<file path="config.mk">
export PLATFORM = sky130hd
export DESIGN_NAME = adc_read_seq
export DESIGN_NICKNAME = d
export VERILOG_FILES = /design/src/rtl/adc_seq_pkg.sv /design/src/rtl/adc_clk_div.sv /design/src/rtl/adc_eoc_edge.sv /design/src/rtl/adc_seq_fsm.sv /design/src/rtl/adc_read_seq.sv
export SDC_FILE = /design/constraint.sdc
export NUM_CORES = 1
export LEC_CHECK = 0
export BUFFER_PORTS_ARGS = -buffer_cell sky130_fd_sc_hd__buf_2
export CAP_MARGIN = 20
export CORE_UTILIZATION = 42
export CTS_BUF_LIST = sky130_fd_sc_hd__clkbuf_16
export CTS_CLUSTER_DIAMETER = 80
export DETAILED_ROUTE_END_ITERATION = 12
export HOLD_SLACK_MARGIN = 0.02
export PLACE_DENSITY = 0.74
export RECOVER_POWER = 25
export SETUP_SLACK_MARGIN = 0.15
export SLEW_MARGIN = 20
export SYNTH_ARGS = -nofsm -noshare
export SYNTH_HDL_FRONTEND = slang
export SYNTH_HIERARCHICAL = 1
export SYNTH_SLANG_ARGS = --single-unit
</file>
<file path="constraint.sdc">
create_clock -name clk -period 5.25 [get_ports clk]
set_input_delay 0.2625 -clock clk [delete_from_list [all_inputs] [get_ports clk]]
set_output_delay 0.2625 -clock clk [all_outputs]
set_load 0.02 [all_outputs]
</file>
<file path="src/rtl/adc_seq_pkg.sv">
package adc_seq_pkg;
  typedef enum logic [2:0] {
    ST_PWRUP,
    ST_ARST,
    ST_IDLE,
    ST_HOLD,
    ST_WAIT,
    ST_RDLO,
    ST_RDHI
  } seq_state_t;
endpackage

</file>
<file path="src/rtl/adc_clk_div.sv">
module adc_clk_div #(
  parameter int CLK_DIV  = 12,
  parameter int CLK_HIGH = 6
) (
  input  logic clk,
  input  logic rst,
  output logic clk_o
);
  localparam int CW = (CLK_DIV > 1) ? $clog2(CLK_DIV) : 1;

  logic [CW-1:0] cnt;

  always_ff @(posedge clk) begin
    if (rst) begin
      cnt   <= '0;
      clk_o <= 1'b0;
    end else begin
      cnt   <= (cnt == CW'(CLK_DIV - 1)) ? '0 : cnt + CW'(1);
      clk_o <= (cnt < CW'(CLK_HIGH));
    end
  end
endmodule

</file>
<file path="src/rtl/adc_eoc_edge.sv">
module adc_eoc_edge #(
  parameter int SYNC = 2
) (
  input  logic clk,
  input  logic rst,
  input  logic eoc_n_i,
  output logic fall_o
);
  logic [SYNC-1:0] sync_q;
  logic            prev_q;

  always_ff @(posedge clk) begin
    if (rst) begin
      sync_q <= '1;
      prev_q <= 1'b1;
    end else begin
      sync_q <= {sync_q[SYNC-2:0], eoc_n_i};
      prev_q <= sync_q[SYNC-1];
    end
  end

  assign fall_o = prev_q & ~sync_q[SYNC-1];
endmodule

</file>
<file path="src/rtl/adc_seq_fsm.sv">
module adc_seq_fsm
  import adc_seq_pkg::*;
#(
  parameter int NUM_CH     = 6,
  parameter int DW         = 16,
  parameter int AW         = 3,
  parameter int HOLD_CYC   = 3,
  parameter int RD_LOW_CYC = 3,
  parameter int RST_CYC    = 8,
  parameter int TO_W       = 16,
  parameter int CH_W       = 3
) (
  input  logic            clk,
  input  logic            rst,
  input  logic            start_i,
  input  logic            eoc_fall_i,
  input  logic [TO_W-1:0] timeout_lim_i,
  input  logic [DW-1:0]   adc_data_i,
  output logic            adc_rst_n_o,
  output logic            adc_hold_n_o,
  output logic            adc_cs_n_o,
  output logic            adc_rd_n_o,
  output logic [AW-1:0]   adc_addr_o,
  output logic            out_valid_o,
  output logic [CH_W-1:0] out_ch_o,
  output logic [DW-1:0]   out_data_o,
  output logic            done_o,
  output logic            timeout_o,
  output logic            busy_o
);
  seq_state_t      state;
  logic [TO_W-1:0] cnt;
  logic [CH_W-1:0] ch;

  always_ff @(posedge clk) begin
    if (rst) begin
      state        <= ST_PWRUP;
      cnt          <= '0;
      ch           <= '0;
      adc_rst_n_o  <= 1'b1;
      adc_hold_n_o <= 1'b1;
      adc_cs_n_o   <= 1'b1;
      adc_rd_n_o   <= 1'b1;
      adc_addr_o   <= '0;
      out_valid_o  <= 1'b0;
      out_ch_o     <= '0;
      out_data_o   <= '0;
      done_o       <= 1'b0;
      timeout_o    <= 1'b0;
    end else begin
      out_valid_o <= 1'b0;
      done_o      <= 1'b0;
      timeout_o   <= 1'b0;
      unique case (state)
        ST_PWRUP: begin
          if (cnt == TO_W'(RST_CYC - 1)) begin
            cnt         <= '0;
            adc_rst_n_o <= 1'b0;
            state       <= ST_ARST;
          end else begin
            cnt <= cnt + TO_W'(1);
          end
        end
        ST_ARST: begin
          if (cnt == TO_W'(RST_CYC - 1)) begin
            cnt         <= '0;
            adc_rst_n_o <= 1'b1;
            state       <= ST_IDLE;
          end else begin
            cnt <= cnt + TO_W'(1);
          end
        end
        ST_IDLE: begin
          cnt <= '0;
          ch  <= '0;
          if (start_i) begin
            adc_hold_n_o <= 1'b0;
            adc_addr_o   <= '0;
            state        <= ST_HOLD;
          end
        end
        ST_HOLD: begin
          if (cnt == TO_W'(HOLD_CYC - 1)) begin
            cnt          <= '0;
            adc_hold_n_o <= 1'b1;
            state        <= ST_WAIT;
          end else begin
            cnt <= cnt + TO_W'(1);
          end
        end
        ST_WAIT: begin
          if (eoc_fall_i) begin
            cnt        <= '0;
            adc_cs_n_o <= 1'b0;
            adc_rd_n_o <= 1'b0;
            state      <= ST_RDLO;
          end else if ((timeout_lim_i != '0) && (cnt == timeout_lim_i - TO_W'(1))) begin
            cnt       <= '0;
            timeout_o <= 1'b1;
            state     <= ST_IDLE;
          end else begin
            cnt <= cnt + TO_W'(1);
          end
        end
        ST_RDLO: begin
          if (cnt == TO_W'(RD_LOW_CYC - 1)) begin
            cnt         <= '0;
            out_valid_o <= 1'b1;
            out_ch_o    <= ch;
            out_data_o  <= adc_data_i;
            adc_cs_n_o  <= 1'b1;
            adc_rd_n_o  <= 1'b1;
            state       <= ST_RDHI;
          end else begin
            cnt <= cnt + TO_W'(1);
          end
        end
        ST_RDHI: begin
          if (ch == CH_W'(NUM_CH - 1)) begin
            ch     <= '0;
            done_o <= 1'b1;
            state  <= ST_IDLE;
          end else begin
            ch         <= ch + CH_W'(1);
            adc_addr_o <= AW'(ch + CH_W'(1));
            adc_cs_n_o <= 1'b0;
            adc_rd_n_o <= 1'b0;
            state      <= ST_RDLO;
          end
        end
        default: state <= ST_IDLE;
      endcase
    end
  end

  assign busy_o = (state != ST_IDLE);
endmodule

</file>
<file path="src/rtl/adc_read_seq.sv">
module adc_read_seq #(
  parameter int NUM_CH     = 6,
  parameter int DW         = 16,
  parameter int AW         = 3,
  parameter int CLK_DIV    = 12,
  parameter int CLK_HIGH   = 6,
  parameter int HOLD_CYC   = 3,
  parameter int RD_LOW_CYC = 3,
  parameter int RST_CYC    = 8,
  parameter int SYNC       = 2,
  parameter int TO_W       = 16,
  localparam int CH_W      = $clog2(NUM_CH)
) (
  input  logic            clk,
  input  logic            rst,
  input  logic            start_i,
  input  logic [TO_W-1:0] timeout_lim_i,
  output logic            adc_clk_o,
  output logic            adc_rst_n_o,
  output logic            adc_hold_n_o,
  output logic            adc_cs_n_o,
  output logic            adc_rd_n_o,
  output logic [AW-1:0]   adc_addr_o,
  input  logic [DW-1:0]   adc_data_i,
  input  logic            adc_eoc_n_i,
  output logic            out_valid_o,
  output logic [CH_W-1:0] out_ch_o,
  output logic [DW-1:0]   out_data_o,
  output logic            done_o,
  output logic            timeout_o,
  output logic            busy_o
);
  logic eoc_fall;

  adc_clk_div #(
    .CLK_DIV (CLK_DIV),
    .CLK_HIGH(CLK_HIGH)
  ) u_clkdiv (
    .clk  (clk),
    .rst  (rst),
    .clk_o(adc_clk_o)
  );

  adc_eoc_edge #(
    .SYNC(SYNC)
  ) u_eoc (
    .clk    (clk),
    .rst    (rst),
    .eoc_n_i(adc_eoc_n_i),
    .fall_o (eoc_fall)
  );

  adc_seq_fsm #(
    .NUM_CH    (NUM_CH),
    .DW        (DW),
    .AW        (AW),
    .HOLD_CYC  (HOLD_CYC),
    .RD_LOW_CYC(RD_LOW_CYC),
    .RST_CYC   (RST_CYC),
    .TO_W      (TO_W),
    .CH_W      (CH_W)
  ) u_fsm (
    .clk          (clk),
    .rst          (rst),
    .start_i      (start_i),
    .eoc_fall_i   (eoc_fall),
    .timeout_lim_i(timeout_lim_i),
    .adc_data_i   (adc_data_i),
    .adc_rst_n_o  (adc_rst_n_o),
    .adc_hold_n_o (adc_hold_n_o),
    .adc_cs_n_o   (adc_cs_n_o),
    .adc_rd_n_o   (adc_rd_n_o),
    .adc_addr_o   (adc_addr_o),
    .out_valid_o  (out_valid_o),
    .out_ch_o     (out_ch_o),
    .out_data_o   (out_data_o),
    .done_o       (done_o),
    .timeout_o    (timeout_o),
    .busy_o       (busy_o)
  );
endmodule

</file>
==> results by group <==
Placed design
  • Global placer's final weighted congestion: 0.832
  • DP HPWL: 5030 um
  • Total of buffers placed on input and output ports: 66

STA
  • WHS: 0.124 ns
  • FMAX: 0.322 GHz
  • Number of setup violations in the final report: 0
  • RSZ-0062 raised after global routing: no
  • Least-Margin Pin Slew: 1.82 ns
  • Pins Over Slew Limit: 45
  • Post-route minimum period: 3.11 ns
  • Worst-case clock skew: 0.00712 ns
  • Final setup TNS: 0 ns
  • Number of hold violations in the final report: 0
  • Crit share post-route: 0.592
  • Worst relative slew slack: -0.216

Cells and area
  • Synth-to-layout area growth: 18.6%
  • Layout cells sized above 1: 0.166
  • # diodes: 0
  • Nets@finish: 488

Route
  • Violation count after the first detailed-route iteration: 310
  • Wirelength, routed: 7060 um
  • Antenna viol nets, final: 0
  • Per-cell via count in the routed design: 5.29
  • Number of design rule violations left after detail routing: 0
  • Met3 wire length: 319 um
  • DR pass1 iterations: 4
  • Routed met1 length: 3350 um
  • Highest signal layer in the routed design: met4
  • Overall via count from detail_route: 2908
  • Total met2 wirelength after detailed routing: 3310 um
  • Detailed-route wire length per cell: 12.8 um

Power
  • Leak: 0.00154 uW
  • Overall power: 1100 uW
  • IR drop worst, VDD: 0.237 mV
  • Cell area power density: 292 nW/um2

Floorplan
  • Die Area: 7890 um2
  • I/O pin cnt: 67
  • Initial core utilization: 0.437
  • X dimension of the die: 88.8 um
  • Die H: 88.8 um
  • Placeable core region: 7250 um2
  • Number of cell rows: 31

Logic synthesis
  • YS warnings: 6
  • Number of unique standard cell types used by synthesis: 59
  • Seq/Total Area, Yosys: 0.367
  • Netlist Area Pre-Place: 3170 um2
  • Dominant combinational cell family by area after synthesis: simple AND/OR/NAND/NOR gates
  • Simple-gate area share of the yosys netlist: 0.284
  • Proportion of synthesized area in mux cells: 0.00632
  • Compound-Gate Fraction of Synth Area: 0.197
  • Number of standard cells after synthesis: 389
  • Post-Synth Adder-Cell Area: 0.0237
  • Number of nets produced by synthesis: 431
  • Parity-gate share of the synthesized area counting xor and xnor cells: 0.0664
  • Share of synthesized registers carrying an async set or reset: 0
  • Number of enable-type register cells in the synthesized netlist: 0
  • Mean instance size in the synthesized netlist: 8.14 um2
  • Ys flop type: dfxtp_1
  • Register bit total from synthesis: 58

Worst setup path
  • Worst-path fanout max: 26
  • Element type at the critical path end: flop
  • Slowest cell on the critical path: o311ai_4
  • Max stage delay on crit path: 0.87 ns
  • Most frequent CP cell: o21ai_0
  • Class of the most critical setup path: flop to flop
  • Cell chain of the critical path: nor4_1 > nand4_1 > o21ai_0 > o21ai_0 > o311ai_4 > o21ai_0 > a21o_1
  • Required time of the critical path: 5.46 ns
  • Data arrival time at the worst-slack endpoint: 3.32 ns
  • Startpoint kind of the worst setup timing path: flop

Global route
  • Initial antenna violation count: 0
  • Vias in the first global route: 2423
  • Overall track demand over capacity in global routing: 0.185
  • Pin count of the biggest net entering global routing: 45
  • Total gr overflow: 0
  • Wire length of the first global-routing pass: 11300 um

Clocking
  • Num CTS Buffers: 9
  • Buffer type at the clock tree root: clkbuf_16
  • Clock insertion delay at the later pin of the skew report: 0.32 ns
  • Clock-pin slew on the worst setup and hold paths: 0.06 ns
  • Cells resized by post-CTS repair: 0
  • H-tree levels: 3
  • Total number of clock tree sinks: 58
  • Number of buffers inserted by post-CTS setup repair: 0
  • Hold Buf Count CTS: 0
  • Clock tree from TritonCTS: built
  • Maximum count of clock buffers along a single path: 2

Outcome
  • Run status: complete, but fails checks
  • Violations in the final reports: capacitance limit, slew limit

Min path
  • Hold crit path type: primary input to flop

Run
  • Maximum capacitance violations: 1
## routing by layer
metal  global-route usage  vias up
met5                    0        -
met3               0.0429        6
met4               0.0762        0
met1                0.248     1334
li1                     -     1503
met2                0.286       65
## worst max-delay path: cells and delay by family (launching register included)
kind | cells | cell delay, ns
and+or+nand+nor | 2 | 0.50
DFF | 1 | 0.39
AOI/OAI and AO/OA | 5 | 2.10
## sequential cells by signal, summed over array words and instances (netlist names)
| register | cells |
|---|---|
| u_fsm/out_data_o | 16 |
| u_fsm/out_ch_o | 3 |
| u_fsm/state | 3 |
| u_fsm/timeout_o | 1 |
| u_clkdiv/cnt | 4 |
| u_fsm/adc_addr_o | 3 |
| u_eoc/sync_q | 2 |
| u_clkdiv/clk_o | 1 |
| u_fsm/adc_rst_n_o | 1 |
| u_fsm/adc_rd_n_o | 1 |
| u_fsm/adc_hold_n_o | 1 |
| u_fsm/out_valid_o | 1 |
| u_fsm/ch | 3 |
| u_eoc/prev_q | 1 |
| u_fsm/cnt | 16 |
| u_fsm/done_o | 1 |
## cell usage after synthesis, types with 2 or more instances
| library cell | n | share of area |
|---|---|---|
| dfxtp_1 | 58 | 0.37 |
| xnor2_1 | 10 | 0.028 |
| nand2_1 | 63 | 0.075 |
| inv_1 | 11 | 0.013 |
| and3_1 | 10 | 0.020 |
| or3_1 | 3 | 0.0059 |
| nor2_1 | 23 | 0.027 |
| nand3_1 | 11 | 0.017 |
| nor2b_1 | 2 | 0.0040 |
| o21ai_1 | 5 | 0.0079 |
| o22ai_1 | 4 | 0.0079 |
| o211ai_1 | 2 | 0.0047 |
| ha_1 | 6 | 0.024 |
| mux2i_1 | 2 | 0.0063 |
| nor3b_1 | 11 | 0.026 |
| o21ai_0 | 13 | 0.021 |
| o31ai_1 | 2 | 0.0047 |
| nand2b_1 | 9 | 0.018 |
| xor2_1 | 14 | 0.039 |
| a21o_1 | 12 | 0.028 |
| clkbuf_1 | 10 | 0.012 |
| nor4b_1 | 2 | 0.0055 |
| o32ai_1 | 3 | 0.0083 |
| a211oi_1 | 2 | 0.0047 |
| nand3b_1 | 3 | 0.0071 |
| or2_1 | 3 | 0.0059 |
| buf_6 | 5 | 0.018 |
| nor4_1 | 7 | 0.014 |
| nor3_1 | 9 | 0.014 |
| a211o_1 | 3 | 0.0083 |
| buf_4 | 2 | 0.0047 |
| nand4_1 | 6 | 0.012 |
| a21oi_1 | 37 | 0.058 |
## cells by family after synthesis
family	count (synthesis)
buffers and inverters	31
AO/OA/AOI/OAI	96
flip-flops	58
multiplexers	2
adder cells (fa/ha/maj)	6
XOR/XNOR	24
AND/OR/NAND/NOR	172
## power breakdown
| group | internal, uW | total, uW | switching (uW) |
|---|---|---|---|
| combinational | 33.0 | 75.9 | 42.9 |
| clock | 365 | 568 | 203 |
| sequential | 447 | 455 | 7.33 |
| total | 846 | 1100 | 253 |
## cells in the final DEF (no fill, tap or decap), types with 7 or more instances in the layout
cell,instances
clkbuf_16,9
a21oi_1,37
a21o_1,12
nor3b_1,11
and3_1,10
clkbuf_1,19
nor4_1,7
nand2b_1,9
nand2_1,63
buf_2,47
dfxtp_1,58
nand3_1,11
o21ai_0,13
xor2_1,14
nor3_1,9
inv_1,11
xnor2_1,10
nor2_1,23
## cell type report
class / instances / area [um2]
repair buffers: 66 / 307
clock buffers: 9 / 225
fillers: 718 / 3500
clock inverters: 7 / 70.1
flip-flops and latches: 58 / 1160
inverters: 11 / 41.3
well taps: 99 / 124
multi-input cells: 300 / 1830
## through the flow
stage | worst slack (ns) | util | cell area (um2) | cells
3_5_place_dp | 1.97 | 0.481 | 3490 | 534
2_1_floorplan | 2.73 | - | 3170 | 389
5_1_grt | 1.84 | 0.518 | 3760 | 550
3_3_place_gp | 2.08 | 0.481 | 3490 | 534
4_1_cts | 2.18 | 0.521 | 3780 | 550
6_report | 2.14 | 0.518 | 3760 | 550
## final timing paths
check / slack (ns) / startpoint / cells after the start / endpoint
max: 2.14 / u_fsm/cnt[3] / 7 / u_fsm/cnt[12]
min: 0.12 / adc_eoc_n_i / 2 / u_eoc/sync_q[0]
max reg2reg: 2.14 / u_fsm/cnt[3] / 7 / u_fsm/cnt[12]
min reg2reg: 0.41 / u_eoc/sync_q[0] / 1 / u_eoc/sync_q[1]
Power figures use the tool's default switching activity.
